## config.mk

```make
export PLATFORM = sky130hd
export DESIGN_NAME = burst_wrap_seq
export DESIGN_NICKNAME = d
export VERILOG_FILES = /design/src/rtl/burst_seq_pkg.sv /design/src/rtl/burst_addr_gen.sv /design/src/rtl/burst_lat_cnt.sv /design/src/rtl/burst_word_cnt.sv /design/src/rtl/burst_wrap_seq.sv
export SDC_FILE = /design/constraint.sdc
export NUM_CORES = 1
export LEC_CHECK = 0
export BUFFER_PORTS_ARGS = -buffer_cell sky130_fd_sc_hd__buf_2
export CAP_MARGIN = 25
export CELL_PAD_IN_SITES_DETAIL_PLACEMENT = 1
export CELL_PAD_IN_SITES_GLOBAL_PLACEMENT = 1
export CORE_ASPECT_RATIO = 1.75
export CORE_MARGIN = 2
export CORE_UTILIZATION = 35
export CTS_BUF_LIST = sky130_fd_sc_hd__clkbuf_4 sky130_fd_sc_hd__clkbuf_8
export CTS_CLUSTER_SIZE = 24
export DETAILED_ROUTE_END_ITERATION = 10
export PLACE_DENSITY = 0.83
export SETUP_SLACK_MARGIN = 0.2
export SLEW_MARGIN = 25
export SYNTH_ARGS = -nofsm -noshare
export SYNTH_HDL_FRONTEND = slang
export SYNTH_SLANG_ARGS = --single-unit
export TNS_END_PERCENT = 20
```

## constraint.sdc

```tcl
create_clock -name clk -period 3.35 [get_ports clk]
set_clock_uncertainty 0.15 [all_clocks]
set_input_delay 0.335 -clock clk [delete_from_list [all_inputs] [get_ports clk]]
set_output_delay 0.335 -clock clk [all_outputs]
set_load 0.01 [all_outputs]
```

## src/rtl/burst_seq_pkg.sv

```systemverilog
package burst_seq_pkg;

    typedef enum logic [2:0] {
        ST_IDLE,
        ST_LATENCY,
        ST_STREAM,
        ST_HALT,
        ST_STATUS
    } seq_state_e;

    typedef enum logic [1:0] {
        WRAP8   = 2'b00,
        WRAP16  = 2'b01,
        WRAP32  = 2'b10,
        WRAP32X = 2'b11
    } wrap_mode_e;

    // width of the in-group field for the narrowest group
    localparam int BASE_GROUP_BITS = 3;
    // number of distinct group sizes
    localparam int GROUP_VARIANTS  = 3;

endpackage

```

## src/rtl/burst_addr_gen.sv

```systemverilog
module burst_addr_gen
    import burst_seq_pkg::*;
#(
    parameter int ADDR_W = 21
) (
    input  logic              clk,
    input  logic              rst_n,
    input  logic              load,
    input  logic              step,
    input  logic [ADDR_W-1:0] start_addr,
    input  logic [1:0]        mode_in,
    output logic [ADDR_W-1:0] addr
);

    logic [ADDR_W-1:0] addr_q;
    logic [ADDR_W-1:0] addr_next;
    wrap_mode_e        mode_q;
    logic [ADDR_W-1:0] cand [GROUP_VARIANTS];

    // one wrapped-increment candidate per group size
    genvar g;
    generate
        for (g = 0; g < GROUP_VARIANTS; g++) begin : g_wrap
            localparam int GB = BASE_GROUP_BITS + g;
            logic [GB-1:0] low_inc;
            assign low_inc = addr_q[GB-1:0] + 1'b1;
            assign cand[g] = {addr_q[ADDR_W-1:GB], low_inc};
        end
    endgenerate

    always_comb begin
        case (mode_q)
            WRAP8:   addr_next = cand[0];
            WRAP16:  addr_next = cand[1];
            default: addr_next = cand[2];
        endcase
    end

    always_ff @(posedge clk or negedge rst_n) begin
        if (!rst_n) begin
            addr_q <= '0;
            mode_q <= WRAP8;
        end else if (load) begin
            addr_q <= start_addr;
            mode_q <= wrap_mode_e'(mode_in);
        end else if (step) begin
            addr_q <= addr_next;
        end
    end

    assign addr = addr_q;

endmodule

```

## src/rtl/burst_lat_cnt.sv

```systemverilog
module burst_lat_cnt #(
    parameter int WAIT_W = 4
) (
    input  logic              clk,
    input  logic              rst_n,
    input  logic              load,
    input  logic              tick,
    input  logic [WAIT_W-1:0] wait_in,
    output logic              lat_last
);

    localparam logic [WAIT_W-1:0] ONE = WAIT_W'(1);

    logic [WAIT_W-1:0] cnt_q;

    always_ff @(posedge clk or negedge rst_n) begin
        if (!rst_n) begin
            cnt_q <= '0;
        end else if (load) begin
            cnt_q <= wait_in;
        end else if (tick && cnt_q != '0) begin
            cnt_q <= cnt_q - ONE;
        end
    end

    assign lat_last = (cnt_q == ONE);

endmodule

```

## src/rtl/burst_word_cnt.sv

```systemverilog
module burst_word_cnt #(
    parameter int MAX_WORDS = 128
) (
    input  logic clk,
    input  logic rst_n,
    input  logic clr,
    input  logic inc,
    output logic at_last
);

    localparam int               CNT_W = $clog2(MAX_WORDS);
    localparam logic [CNT_W-1:0] LAST  = CNT_W'(MAX_WORDS - 1);

    logic [CNT_W-1:0] cnt_q;

    always_ff @(posedge clk or negedge rst_n) begin
        if (!rst_n) begin
            cnt_q <= '0;
        end else if (clr) begin
            cnt_q <= '0;
        end else if (inc && cnt_q != LAST) begin
            cnt_q <= cnt_q + 1'b1;
        end
    end

    assign at_last = (cnt_q == LAST);

endmodule

```

## src/rtl/burst_wrap_seq.sv

```systemverilog
module burst_wrap_seq
    import burst_seq_pkg::*;
#(
    parameter int ADDR_W    = 21,
    parameter int WAIT_W    = 4,
    parameter int DATA_W    = 16,
    parameter int MAX_WORDS = 128
) (
    input  logic              clk,
    input  logic              rst_n,
    input  logic              adv_n,
    input  logic [ADDR_W-1:0] start_addr,
    input  logic [1:0]        wrap_mode,
    input  logic [WAIT_W-1:0] wait_cfg,
    input  logic              oe_n,
    input  logic              array_busy,
    input  logic [DATA_W-1:0] array_data,
    input  logic [DATA_W-1:0] status_word,
    output logic [ADDR_W-1:0] mem_addr,
    output logic [DATA_W-1:0] data_out,
    output logic              ready
);

    seq_state_e state_q, state_d;

    logic take_strobe;
    logic deliver;
    logic advance;
    logic lat_tick;
    logic lat_last;
    logic word_last;

    // a strobe is only taken while the array is idle
    assign take_strobe = !adv_n && !array_busy;
    assign deliver     = (state_q == ST_STREAM) && !oe_n && !array_busy;
    assign advance     = deliver && adv_n;
    assign lat_tick    = (state_q == ST_LATENCY) && adv_n && !array_busy;

    burst_addr_gen #(.ADDR_W(ADDR_W)) u_addr (
        .clk        (clk),
        .rst_n      (rst_n),
        .load       (take_strobe),
        .step       (advance),
        .start_addr (start_addr),
        .mode_in    (wrap_mode),
        .addr       (mem_addr)
    );

    burst_lat_cnt #(.WAIT_W(WAIT_W)) u_lat (
        .clk      (clk),
        .rst_n    (rst_n),
        .load     (take_strobe),
        .tick     (lat_tick),
        .wait_in  (wait_cfg),
        .lat_last (lat_last)
    );

    burst_word_cnt #(.MAX_WORDS(MAX_WORDS)) u_words (
        .clk     (clk),
        .rst_n   (rst_n),
        .clr     (take_strobe),
        .inc     (advance),
        .at_last (word_last)
    );

    // next-state logic
    always_comb begin
        state_d = state_q;
        if (array_busy) begin
            state_d = ST_STATUS;
        end else if (!adv_n) begin
            state_d = (wait_cfg == '0) ? ST_STREAM : ST_LATENCY;
        end else begin
            unique case (state_q)
                ST_IDLE:    state_d = ST_IDLE;
                ST_LATENCY: if (lat_last) state_d = ST_STREAM;
                ST_STREAM:  if (deliver && word_last) state_d = ST_HALT;
                ST_HALT:    state_d = ST_HALT;
                ST_STATUS:  state_d = ST_STATUS;
                default:    state_d = ST_IDLE;
            endcase
        end
    end

    // state register
    always_ff @(posedge clk or negedge rst_n) begin
        if (!rst_n) begin
            state_q <= ST_IDLE;
        end else begin
            state_q <= state_d;
        end
    end

    // outputs
    always_comb begin
        ready    = deliver;
        data_out = array_busy ? status_word : array_data;
    end

endmodule

```

==> impl_metrics.env <==
export IMPL_status="finished, violations left"
export IMPL_violations="negative hold slack"
export IMPL_reg2reg_from="state_q[2]"
export IMPL_n_antenna_cell=0
export IMPL_p_leak_nw=1.350
export IMPL_drc=0
export IMPL_coreArea_um2=5299
export IMPL_arrival_ns=2.49
export IMPL_synth_area_um2=1942
export IMPL_r2r_slack_ns=0.93
export IMPL_drt_pass1_iterations=6
export IMPL_utilization_pct=49.02
export IMPL_drive_gt1_share_pct=42.04
export IMPL_synthTopCellsByArea="dfrtp_1, nand2_1, mux2_2"
export IMPL_synth_compound_area_share_pct=9.536
export IMPL_avgSynthCellArea_um2=9.032
export IMPL_finalMaxSlewViolations=0
export IMPL_synth_simple_area_share_pct=24.42
export IMPL_tightest_slew_ns=0.8672
export IMPL_critical_path_max_stage_delay_ns=0.67
export IMPL_clock_sinks=37
export IMPL_postCtsSetupBuffers=0
export IMPL_synth_fa_ha_area_share_pct=2.577
export IMPL_grt_pass1_wl_um=8976
export IMPL_grt_pass1_vias=2056
export IMPL_numCtsBuffers=5
export IMPL_period_share_pct=72.29
export IMPL_reg2reg_depth=4
export IMPL_synth_seq_cells=37
export IMPL_hold_worst_slack_ns=-0.008843
export IMPL_start_util_pct=36.65
export IMPL_crit_end="u_words.cnt_q[5]"
export IMPL_drt_wl_total_um=5662
export IMPL_holdBufCountCts=0
export IMPL_path_cells="or4b_1 -> or3_1 -> or4_1 -> a21oi_1"
export IMPL_hold_viol=11
export IMPL_irDropWorstVdd_mv=0.3144
export IMPL_synth_top_area_share_pct=47.68
export IMPL_slew_limit_headroom_pct=42.12
export IMPL_post_drt_wl_per_cell_um=14.59
export IMPL_grt_max_degree=38
export IMPL_required_ns=3.41
export IMPL_drt_iter0_markers=57
export IMPL_start_kind="flop"
export IMPL_grt_util_all_layers_pct=19.30
export IMPL_portBuffers=101
export IMPL_dp_hpwl_um=4362
export IMPL_syn_inst=215
export IMPL_fp_dieW_um=60.31
export IMPL_yosysWarnings=0
export IMPL_nNetsFinal=381
export IMPL_grt_overflow=0
export IMPL_via_count=1967
export IMPL_finalWorstSetupSlack_ns=0.9284
export IMPL_final_cell_mix="buf_2, nand2_1, dfrtp_1"
export IMPL_crit_slowest_cell="or4b_1"
export IMPL_via_per_inst=5.070
export IMPL_synth_xor_area_share_pct=1.804
export IMPL_area_delta_synth_final_pct=33.76
export IMPL_htree_levels=2
export IMPL_ios=102
export IMPL_startpoint="state_q[2]"
export IMPL_min_path_type="input port to asynchronous set/reset pin"
export IMPL_yosysSeqAreaShare_pct=47.68
export IMPL_synthesis_nets=283
export IMPL_async_flop_share_pct=100.0
export IMPL_gp_congestion=0.8219
export IMPL_clockRootBuffer="clkbuf_8"
export IMPL_die_y_um=102.5
export IMPL_layout_commonest_cell="buf_2"
export IMPL_grt_setup_unrepaired="no"
export IMPL_multi_input_area_um2=957.2
export IMPL_drv_cap=0
export IMPL_place_worst_setup_slack_ns=0.8139
export IMPL_synth_top_cell_by_area="dfrtp_1"
export IMPL_cts_resized_gates=0
export IMPL_seq_area_um2=925.9
export IMPL_n_fill_cell=676
export IMPL_insertion_delay_ns=0.29
export IMPL_path_clk_slew_ns=0.07
export IMPL_end_kind="flop"
export IMPL_ys_types=38
export IMPL_synth_top_flop_cell="dfrtp_1"
export IMPL_cp_max_fo=8
export IMPL_antenna_found_initial=0
export IMPL_synthMuxAreaShare_pct=10.82
export IMPL_synth_top_family_by_area="simple AND/OR/NAND/NOR gates"
export IMPL_fp_row_count=35
export IMPL_reg2reg_to="u_words.cnt_q[5]"
export IMPL_setup_tns_ns=0
export IMPL_setup_viol=0
export IMPL_clockBufferDepth=2
export IMPL_cts_tree="built"
export IMPL_synth_edff_count=0
export IMPL_critical_path_class="flop to flop"
export IMPL_p_per_area_nw_per_um2=409.4
export IMPL_drtAntennaViolNets=0
export IMPL_fin_crit_ns=2.422
export IMPL_dieArea_um2=6183
export IMPL_timing_fmax_mhz=412.9
flip-flops by register name, indices dropped and copies added, names as in the netlist:
register       flops
u_words.cnt_q      7
u_addr.mode_q      2
u_addr.addr       21
u_lat.cnt_q        4
state_q            3
cells by family (layout without fill, tap and decap cells):
| logic type | Yosys count | after routing |
|---|---|---|
| multiplexers | 19 | 19 |
| flip-flops | 37 | 37 |
| AND/OR/NAND/NOR | 107 | 107 |
| AO/OA/AOI/OAI | 28 | 28 |
| adder cells (fa/ha/maj) | 4 | 4 |
| XOR/XNOR | 4 | 4 |
| buffers and inverters | 16 | 115 |
area by class of cell:
cell class	instances	share of cell area, %
Inverter	4	0.5780
Multi-Input combinational cell	162	36.85
Tap cell	74	3.565
Clock inverter	3	0.6744
Clock buffer	5	2.649
Timing Repair Buffer	103	20.04
Sequential cell	37	35.65
where the power goes:
group	switching (W)	total, W	internal (W)
Sequential	0.0000362	0.000527	0.000490
Combinational	0.000119	0.000228	0.000109
Clock	0.000165	0.000309	0.000144
Total	0.000321	0.00106	0.000743
Yosys cell counts (3+ instances only):
master,instances
nand3_1,6
mux2i_1,3
a21oi_1,7
xnor2_1,4
o21ai_0,8
clkbuf_1,9
ha_1,4
inv_1,4
nor3_1,7
mux2_2,16
nand2_1,66
nor2_1,10
dfrtp_1,37
layer usage:
layer,routed length (um),GRT usage [%],up-vias
li1,-,-,933
met1,1919,18.26,930
met2,3136,36.79,91
met3,454,4.517,13
met4,151,9.573,0
met5,0,0,-
worst max-delay path, delay by kind of cell, from the launching register on:
kind             cells  cell delay (ns)
AND/OR/NAND/NOR      3             1.62
AO/OA/AOI/OAI        1             0.16
flip-flops           1             0.41
how the worst min path moves through the flow:
stage	start	end	slack (ns)
floorplan	rst_n	state_q[0]	-0.11
global placement	u_addr.addr[15]	u_addr.addr[15]	0.30
detailed placement	u_addr.addr[17]	u_addr.addr[17]	0.32
CTS	rst_n	u_words.cnt_q[5]	0.02
global route	rst_n	u_addr.addr[15]	0.06
finish	rst_n	u_addr.addr[8]	-0.009
per-stage QoR:
| step | cells | cell area, um^2 | total power [W] |
|---|---|---|---|
| 4_1_cts | 388 | 2597 | 0.001078 |
| 6_report | 388 | 2597 | 0.001063 |
| 3_3_place_gp | 380 | 2511 | 0.0007558 |
| 3_5_place_dp | 380 | 2511 | 0.0007676 |
| 5_1_grt | 388 | 2597 | 0.001123 |
| 2_1_floorplan | 215 | 1942 | 0.0006443 |
No activity file was read; power rests on OpenSTA's default activity.
